<file path="src/rtl/pgwalk_pkg.sv">
package pgwalk_pkg;

  localparam int VA_W      = 32;
  localparam int EXT_W     = 4;
  localparam int PA_W      = VA_W + EXT_W;
  localparam int SMALL_SH  = 12;
  localparam int LARGE_SH  = 22;
  localparam int IDX_W     = LARGE_SH - SMALL_SH;
  localparam int FRAME_W   = VA_W - SMALL_SH;
  localparam int LFRAME_W  = VA_W - LARGE_SH;
  localparam int PRES_BIT  = 0;
  localparam int SIZE_BIT  = 7;
  localparam int EXT_LO    = 13;

  typedef enum logic [2:0] {
    ST_IDLE,
    ST_READ_DIR,
    ST_WAIT_DIR,
    ST_READ_TBL,
    ST_WAIT_TBL,
    ST_DONE
  } walk_state_t;

  function automatic logic [VA_W-1:0] dir_slot_addr(
    input logic [FRAME_W-1:0] base_frame,
    input logic [IDX_W-1:0]   dir_idx
  );
    return {base_frame, dir_idx, 2'b00};
  endfunction

  function automatic logic [VA_W-1:0] tbl_slot_addr(
    input logic [FRAME_W-1:0] tbl_frame,
    input logic [IDX_W-1:0]   tbl_idx
  );
    return {tbl_frame, tbl_idx, 2'b00};
  endfunction

  function automatic logic [PA_W-1:0] large_phys(
    input logic [LFRAME_W-1:0] frame,
    input logic [EXT_W-1:0]    hi_bits,
    input logic                use_hi,
    input logic [LARGE_SH-1:0] offset
  );
    logic [EXT_W-1:0] hi;
    hi = use_hi ? hi_bits : '0;
    return {hi, frame, offset};
  endfunction

  function automatic logic [PA_W-1:0] small_phys(
    input logic [FRAME_W-1:0]  frame,
    input logic [SMALL_SH-1:0] offset
  );
    return {{EXT_W{1'b0}}, frame, offset};
  endfunction

endpackage

</file>
<file path="src/rtl/pgwalk_fsm.sv">
module pgwalk_fsm
  import pgwalk_pkg::*;
(
  input  logic        clk,
  input  logic        rst_n,
  input  logic        req_valid,
  input  logic        mem_rvalid,
  input  logic        entry_present,
  input  logic        entry_large,
  output walk_state_t state,
  output logic        accept,
  output logic        dir_take,
  output logic        tbl_take,
  output logic        large_hit,
  output logic        fault_q
);

  walk_state_t nxt;
  logic        miss;

  always_comb begin
    accept    = (state == ST_IDLE) && req_valid;
    dir_take  = (state == ST_WAIT_DIR) && mem_rvalid;
    tbl_take  = (state == ST_WAIT_TBL) && mem_rvalid;
    large_hit = dir_take && entry_present && entry_large;
    miss      = (dir_take || tbl_take) && !entry_present;
  end

  always_comb begin
    nxt = state;
    unique case (state)
      ST_IDLE:     if (accept) nxt = ST_READ_DIR;
      ST_READ_DIR: nxt = ST_WAIT_DIR;
      ST_WAIT_DIR: begin
        if (dir_take) begin
          if (!entry_present)   nxt = ST_IDLE;
          else if (entry_large) nxt = ST_DONE;
          else                  nxt = ST_READ_TBL;
        end
      end
      ST_READ_TBL: nxt = ST_WAIT_TBL;
      ST_WAIT_TBL: begin
        if (tbl_take) nxt = entry_present ? ST_DONE : ST_IDLE;
      end
      ST_DONE:     nxt = ST_IDLE;
      default:     nxt = ST_IDLE;
    endcase
  end

  always_ff @(posedge clk or negedge rst_n) begin
    if (!rst_n) begin
      state   <= ST_IDLE;
      fault_q <= 1'b0;
    end else begin
      state   <= nxt;
      fault_q <= miss;
    end
  end

endmodule

</file>
<file path="src/rtl/pgwalk_path.sv">
module pgwalk_path
  import pgwalk_pkg::*;
(
  input  logic            clk,
  input  logic            rst_n,
  input  walk_state_t     state,
  input  logic            accept,
  input  logic            dir_take,
  input  logic            tbl_take,
  input  logic            large_hit,
  input  logic [VA_W-1:0] req_vaddr,
  input  logic [VA_W-1:0] dir_base,
  input  logic            large_en,
  input  logic            ext36_en,
  input  logic [VA_W-1:0] mem_rdata,
  output logic            entry_present,
  output logic            entry_large,
  output logic [VA_W-1:0] mem_addr,
  output logic [PA_W-1:0] paddr,
  output logic            big_page
);

  logic [VA_W-1:0]    va_q;
  logic [FRAME_W-1:0] base_q;
  logic [FRAME_W-1:0] tbl_q;
  logic               large_q;
  logic               ext_q;

  always_comb begin
    entry_present = mem_rdata[PRES_BIT];
    entry_large   = large_q && mem_rdata[SIZE_BIT];
    if (state == ST_READ_TBL)
      mem_addr = tbl_slot_addr(tbl_q, va_q[LARGE_SH-1:SMALL_SH]);
    else
      mem_addr = dir_slot_addr(base_q, va_q[VA_W-1:LARGE_SH]);
  end

  always_ff @(posedge clk or negedge rst_n) begin
    if (!rst_n) begin
      va_q     <= '0;
      base_q   <= '0;
      tbl_q    <= '0;
      large_q  <= 1'b0;
      ext_q    <= 1'b0;
      paddr    <= '0;
      big_page <= 1'b0;
    end else begin
      if (accept) begin
        va_q    <= req_vaddr;
        base_q  <= dir_base[VA_W-1:SMALL_SH];
        large_q <= large_en;
        ext_q   <= ext36_en;
      end
      if (dir_take) tbl_q <= mem_rdata[VA_W-1:SMALL_SH];
      if (large_hit) begin
        paddr    <= large_phys(mem_rdata[VA_W-1:LARGE_SH],
                               mem_rdata[EXT_LO+EXT_W-1:EXT_LO],
                               ext_q, va_q[LARGE_SH-1:0]);
        big_page <= 1'b1;
      end else if (tbl_take) begin
        paddr    <= small_phys(mem_rdata[VA_W-1:SMALL_SH], va_q[SMALL_SH-1:0]);
        big_page <= 1'b0;
      end
    end
  end

endmodule

</file>
<file path="src/rtl/pgwalk_top.sv">
module pgwalk_top
  import pgwalk_pkg::*;
(
  input  logic                clk,
  input  logic                rst_n,
  input  logic                req_valid,
  output logic                req_ready,
  input  logic [VA_W-1:0]     req_vaddr,
  input  logic [VA_W-1:0]     dir_base,
  input  logic                large_en,
  input  logic                ext36_en,
  output logic                mem_req,
  output logic [VA_W-1:0]     mem_addr,
  input  logic                mem_rvalid,
  input  logic [VA_W-1:0]     mem_rdata,
  output logic                done,
  output logic [PA_W-1:0]     paddr,
  output logic                big_page,
  output logic                fault
);

  walk_state_t state;
  logic        accept;
  logic        dir_take;
  logic        tbl_take;
  logic        large_hit;
  logic        entry_present;
  logic        entry_large;
  logic        fault_q;

  pgwalk_fsm u_fsm (
    .clk           (clk),
    .rst_n         (rst_n),
    .req_valid     (req_valid),
    .mem_rvalid    (mem_rvalid),
    .entry_present (entry_present),
    .entry_large   (entry_large),
    .state         (state),
    .accept        (accept),
    .dir_take      (dir_take),
    .tbl_take      (tbl_take),
    .large_hit     (large_hit),
    .fault_q       (fault_q)
  );

  pgwalk_path u_path (
    .clk           (clk),
    .rst_n         (rst_n),
    .state         (state),
    .accept        (accept),
    .dir_take      (dir_take),
    .tbl_take      (tbl_take),
    .large_hit     (large_hit),
    .req_vaddr     (req_vaddr),
    .dir_base      (dir_base),
    .large_en      (large_en),
    .ext36_en      (ext36_en),
    .mem_rdata     (mem_rdata),
    .entry_present (entry_present),
    .entry_large   (entry_large),
    .mem_addr      (mem_addr),
    .paddr         (paddr),
    .big_page      (big_page)
  );

  always_comb begin
    req_ready = (state == ST_IDLE);
    mem_req   = (state == ST_READ_DIR) || (state == ST_READ_TBL);
    done      = (state == ST_DONE);
    fault     = fault_q;
  end

endmodule

</file>
<file path="config.mk">
export PLATFORM = sky130hd
export DESIGN_NAME = pgwalk_top
export DESIGN_NICKNAME = d
export VERILOG_FILES = /design/src/rtl/pgwalk_pkg.sv /design/src/rtl/pgwalk_fsm.sv /design/src/rtl/pgwalk_path.sv /design/src/rtl/pgwalk_top.sv
export SDC_FILE = /design/constraint.sdc
export NUM_CORES = 1
export LEC_CHECK = 0
export CAP_MARGIN = 20
export CELL_PAD_IN_SITES_DETAIL_PLACEMENT = 1
export CELL_PAD_IN_SITES_GLOBAL_PLACEMENT = 2
export CORE_MARGIN = 1
export CORE_UTILIZATION = 26
export CTS_CLUSTER_DIAMETER = 150
export DETAILED_ROUTE_END_ITERATION = 10
export GPL_TIMING_DRIVEN = 1
export PLACE_DENSITY_LB_ADDON = 0.1
export REMOVE_ABC_BUFFERS = 1
export SKIP_CTS_REPAIR_TIMING = 1
export SLEW_MARGIN = 5
export SYNTH_ARGS = -nofsm -noshare
export SYNTH_HDL_FRONTEND = slang
export SYNTH_SLANG_ARGS = --single-unit
export TNS_END_PERCENT = 1
</file>
<file path="constraint.sdc">
create_clock -name clk -period 1.65 [get_ports clk]
set_clock_uncertainty 0.05 [all_clocks]
set_input_delay 0.33 -clock clk [delete_from_list [all_inputs] [get_ports clk]]
set_output_delay 0.33 -clock clk [all_outputs]
set_load 0.05 [all_outputs]
</file>
==> metrics.txt, run 1 <==
status=finished with violations; failing checks=negative setup slack; Synth Area in Adders=0; commonest non-fill, non-tap cells in the layout=dfrtp_1 (114), nand2_1 (80), clkdlybuf4s50_1 (78); final setup fails=109; PortBufs=150; Worst Setup End Kind=primary output; NumNets Final=662; Mean Syn Cell Area=12.8 µm²; top cells by area, synth=dfrtp_1 (58%), mux2_2 (21%), nand2_1 (6.1%), mux2_1 (3.7%), buf_4 (1.2%); Detailed Route Iter0 Violations=77; CP startpoint kind=flop; worst reg-to-reg path cell count=4; max-cap violations=0; Slowest-stage cell, CP=dfrtp_1; Placed Area=7170 µm²; Starting Density=0.269; CTS Buf Count=17; endpoints failing hold=0; register area share after synthesis=0.585; largest net degree at the start of global routing=34; fmax=between 0.4 and 0.5 GHz; post-layout minimum cycle time=about 2.3 ns; Pre-Repair DR Iteration Count=4; Final Wtd Congestion=0.698; Synth Register Bits=115; core area=18300 µm²; clock root buffer=clkbuf_16; Worst EP required=1.27 ns; Die Height=140 µm; Core Util, Final=0.442; Vias=roughly 3600; area leader, netlist=dfrtp_1; leakage power=3.64 nW; Syn Inst Count=~380; vias in the first global route=4023; max incr delay on CP=0.40 ns; Tcrit/Tclk final=1.37; clk sinks=approximately 120; CP arrival=1.89 ns; Clock Latency Late Sink=about 0.4 ns; worst hold path type=in -> async; CTS tree=built; drt via density=~4.5; RSZ-0062 raised after global routing=true; critical path, cell by cell=nand3b_1 -> buf_6 -> clkbuf_16 -> mux2_4 -> buf_12; Ant. Diodes=0; peak supply drop=827 µV; design area=between 8000 and 9000 µm²; row cnt=49; Avg WL per Cell=18.2 µm; PnR worst setup slack=-0.616 ns; first-pass GRT wire length=22600 µm; largest family of logic cells by synthesized area=multiplexers; die area=19500 µm²; dpl hpwl=9610 µm; Routed WL=between 10000 and 15000 µm; Antenna Nets Post-Route=0; CP Class=reg -> out; Post-Syn Area=about 5000 µm²; post-synth top area share=0.585; reg2reg setup slack=-0.18 ns; xor/xnor share of the synthesized area=0.00178; Synth Area in Compound Gates=0.0397; area grow syn2layout=64.1%; die width=140 µm; Max Slew Vio Count=0; most common cell after layout, fill and taps aside=dfrtp_1; R2R Path End=u_path.va_q[21]; top-level I/O count=175; synth warn=0; share of cells above drive strength 1=0.415; # DRC=0; total congestion overflow=0; simple-gate share of the synthesized area=0.0964; Distinct cells, synth=34; pwr dens=2460 nW/µm²; GRT Overall Usage=0.153; initial antenna violation count=0; mux share of post-synthesis cell area=0.243; reg2reg start=u_fsm.state[0]; hold slack=0.350 ns; worst-case clock buffer depth=2; H-tree depth=4; CTS clk-pin slew, worst paths=0.06 ns; Crit Path Max Fanout=5
[registers in the layout, summed over array words and instances, names as in the netlist, 3 cells and up]
register and flops:
u_fsm.state 3, u_path.base_q 20, u_path.paddr 36, u_path.tbl_q 20, u_path.va_q 32
[power by group]
| part | total (W) | switching (W) | internal, W |
|---|---|---|---|
| Combinational | 0.0108 | 0.00567 | 0.00509 |
| Sequential | 0.00507 | 0.000853 | 0.00422 |
| Clock | 0.00406 | 0.00128 | 0.00278 |
[critical path, delay by kind of cell, from the launching register on]
family / cells / cell delay, ns
AND/OR/NAND/NOR: 1 / 0.24
multiplexers: 1 / 0.31
buffers and inverters: 3 / 0.52
flip-flops: 1 / 0.40
[layer usage]
layer | GRT usage | wire (µm)
met1 | 0.185 | 6280
met2 | 0.249 | 7120
met3 | 0.0654 | 1100
met4 | 0.0382 | 97
met5 | 0 | 0
[stage by stage]
stage	setup slack [ns]	setup TNS (ns)	power (W)	std cells
2_1_floorplan	-2.54	-207.44	0.0107	358
3_3_place_gp	-0.370	-38.35	0.0153	762
3_5_place_dp	-0.386	-38.22	0.0155	762
4_1_cts	-0.684	-32.81	0.0196	792
5_1_grt	-0.691	-35.66	0.0209	800
6_report	-0.616	-27.89	0.0199	800
[worst max path at each step]
stage                              start  slack (ns)               end
after detailed placement      mem_rvalid       -0.39   u_path.paddr[7]
after global routing      u_fsm.state[2]       -0.69      mem_addr[22]
after floorplan           u_fsm.state[0]       -2.54  u_path.base_q[0]
after global placement        mem_rvalid       -0.37   u_path.paddr[2]
final                     u_fsm.state[2]       -0.62      mem_addr[23]
after CTS                 u_fsm.state[1]       -0.68      mem_addr[22]
[cell families (layout without fill, tap and decap cells)]
group,Yosys count,count (layout)
other,1,2
flip-flops,115,115
AO/OA/AOI/OAI,26,26
XOR/XNOR,1,1
AND/OR/NAND/NOR,106,106
multiplexers,106,106
buffers and inverters,29,215
[cell usage after synthesis]
cell,number
a31oi_1,7
nand3_1,1
nor4bb_1,2
buf_2,11
buf_1,1
nor3b_1,1
o21ai_4,1
nand2_1,80
clkbuf_1,5
nor2_1,3
o21ai_0,2
dfrtp_1,115
o32ai_1,1
mux2_2,90
nand3b_1,1
xor2_1,1
nor3_1,7
o21ai_1,3
or2_1,1
conb_1,1
a21boi_0,1
inv_1,2
buf_4,8
o211ai_1,4
nor4b_2,1
o221a_2,4
nand4bb_1,2
nand2b_1,4
a21oi_1,2
mux2_1,16
a41oi_1,1
and3_1,1
buf_6,2
nor2b_1,2
[final cells by class]
cell class	instances	area, µm²
Timing Repair Buffer	183	2220
Fill cell	1896	10200
Inverter	2	7.51
Clock buffer	21	470
Sequential cell	115	2880
Clock inverter	9	178
Multi-Input combinational cell	241	2040
Tap cell	229	287
Power figures use the tool's default switching activity.
==> inputs of run 2 (changes only) <==
--- a/config.mk
+++ b/config.mk
@@ -9,9 +9,10 @@
 export CELL_PAD_IN_SITES_DETAIL_PLACEMENT = 1
 export CELL_PAD_IN_SITES_GLOBAL_PLACEMENT = 2
 export CORE_MARGIN = 1
-export CORE_UTILIZATION = 26
+export CORE_UTILIZATION = 30
 export CTS_CLUSTER_DIAMETER = 150
 export DETAILED_ROUTE_END_ITERATION = 10
+export DONT_BUFFER_PORTS = 1
 export GPL_TIMING_DRIVEN = 1
 export PLACE_DENSITY_LB_ADDON = 0.1
 export REMOVE_ABC_BUFFERS = 1
@@ -20,4 +21,3 @@
 export SYNTH_ARGS = -nofsm -noshare
 export SYNTH_HDL_FRONTEND = slang
 export SYNTH_SLANG_ARGS = --single-unit
-export TNS_END_PERCENT = 1
==> metrics.txt, run 2 (synthesized netlist as in run 1, its figures left out) <==
status=finished with violations; failing checks=negative hold slack, negative setup slack; clock root buffer=clkbuf_16; most common cell after layout, fill and taps aside=dfrtp_1; pwr dens=2490 nW/µm² (+1.2%); Die Height=130 µm (-6.8%); Slowest-stage cell, CP=mux2_2; Routed WL=14800 µm (+1.2%); share of cells above drive strength 1=0.382 (-0.0328); CTS clk-pin slew, worst paths=0.05 ns (about the same); die area=16900 µm² (-13%); Pre-Repair DR Iteration Count=4 (unchanged); # fillers=1648 (-13%); worst-case clock buffer depth=2 (unchanged); fmax=0.469 GHz (+6.3%); Largest regs=u_path.paddr (36), u_path.va_q (32); Antenna Nets Post-Route=0 (unchanged); initial antenna violation count=0 (unchanged); R2R Path End=u_path.paddr[10]; Max Slew Vio Count=0 (unchanged); hold slack=-0.432 ns (-0.782 ns); design area=7170 µm² (-11%); PnR worst setup slack=-0.482 ns (+0.134 ns); max reg flops=36 (unchanged); M1 GR Usage=0.192 (+0.00683); Buf/Inv on CP=2 (-1); top-level I/O count=175 (unchanged); final setup fails=120 (+10%); RSZ-0062 raised after global routing=true; drt via density=4.71 (+3.7%); post-layout minimum cycle time=2.13 ns (-0.134 ns); CP startpoint kind=flop; Starting Density=0.309 (+0.0393); reg2reg setup slack=-0.27 ns (-0.09 ns); largest net degree at the start of global routing=116 (+240%); # DRC=0 (unchanged); vias in the first global route=3291 (-18%); peak supply drop=1160 µV (+41%); Final Wtd Congestion=0.682 (-2.4%); pre-CTS WS=-0.170 ns (+0.217 ns); PortBufs=0 (-100%); leakage power=3.29 nW (-9.5%); GRT Overall Usage=0.159 (+0.00666); Slew @ Worst Pin=0.533 ns; area grow syn2layout=45.7%; max incr delay on CP=0.46 ns (+0.06 ns); worst reg-to-reg path cell count=6 (+2); Worst path top cell family by delay=multiplexers; Cells after DPL=605 (-21%); setup TNS=-31.92 ns (-4.03 ns); row cnt=46 (-6.1%); endpoints failing hold=116 (+116); commonest non-fill, non-tap cells in the layout=dfrtp_1 (114), nand2_1 (80), mux2_4 (76); critical path, cell by cell=nand3b_1 -> buf_6 -> clkbuf_16 -> mux2_2; Ant. Diodes=0 (unchanged); Avg WL per Cell=21.1 µm (+16%); M2 GR Usage=0.246 (-0.00290); first-pass GRT wire length=19500 µm (-14%); clk sinks=115 (unchanged); Worst Setup End Kind=primary output; CTS Buf Count=17 (unchanged); dpl hpwl=8400 µm (-13%); Top Usage Layer GRT=met2; CP Class=reg -> out; Clock Latency Late Sink=0.41 ns (about the same); H-tree depth=4 (unchanged); Non-Filler Instances=700 (-13%); Placed Area=5420 µm² (-24%); total congestion overflow=0 (unchanged); grt met3 use=0.0816 (+0.0162); reg2reg start=u_fsm.state[0]; die width=130 µm (-6.8%); worst hold path type=in -> async; Tcrit/Tclk final=1.29 (-0.0814); Worst EP required=1.27 ns (about the same); CTS tree=built; Crit Path Max Fanout=9 (+4); Largest Register=u_path.paddr; core area=15900 µm² (-13%); Detailed Route Iter0 Violations=100 (+30%); max_slew headroom=0.644; max-cap violations=0 (unchanged); Vias=3294 (-9.2%); NumNets Final=573 (-13%); Crit path depth=4 (-1); CP arrival=1.75 ns (-0.14 ns)
==> run 2: final cells by class <==
cell class | count | area (µm²) | area share
sequential | 115 | 2880 | 0.402
multi-input combinational | 242 | 2260 | 0.315
timing repair buffer | 93 | 1140 | 0.158
clock buffer | 18 | 439 | 0.0613
tap | 216 | 270 | 0.0377
clock inverter | 14 | 178 | 0.0248
inverter | 2 | 7.51 | 0.00105
==> run 2: metal layers <==
metal | part of all wire | vias to the layer above
met5 | 0 | -
li1 | - | 1502
met1 | 0.44 | 1691
met2 | 0.48 | 96
met3 | 0.072 | 5
met4 | 0.0066 | 0
==> run 2: worst max path at each step <==
stage / start / end
6_report: u_fsm.state[0] / mem_addr[25]
5_1_grt: u_fsm.state[2] / mem_addr[20]
4_1_cts: u_fsm.state[0] / mem_addr[16]
3_5_place_dp: u_fsm.state[1] / u_path.va_q[24]
3_3_place_gp: u_fsm.state[0] / mem_addr[16]
2_1_floorplan: u_fsm.state[0] / u_path.base_q[0]
==> run 2: through the flow <==
stage               total power (W)  utilization
floorplan                    0.0107            -
CTS                          0.0163        0.379
finish                       0.0179        0.450
detailed placement           0.0124        0.340
global placement             0.0122        0.340
global route                 0.0187        0.450
==> run 2: where the power goes <==
group	internal [W]	switching, W
Clock	0.00243	0.00141
Sequential	0.00418	0.00248
Combinational	0.00356	0.00380
Total	0.0102	0.00770
==> inputs of run 3 (changes only) <==
--- a/config.mk
+++ b/config.mk
@@ -13,6 +13,7 @@
 export CTS_CLUSTER_DIAMETER = 150
 export DETAILED_ROUTE_END_ITERATION = 10
 export DONT_BUFFER_PORTS = 1
+export GPL_ROUTABILITY_DRIVEN = 0
 export GPL_TIMING_DRIVEN = 1
 export PLACE_DENSITY_LB_ADDON = 0.1
 export REMOVE_ABC_BUFFERS = 1
==> results of run 3 <==
Final layout, timing and power as in run 2 (identical DEF).
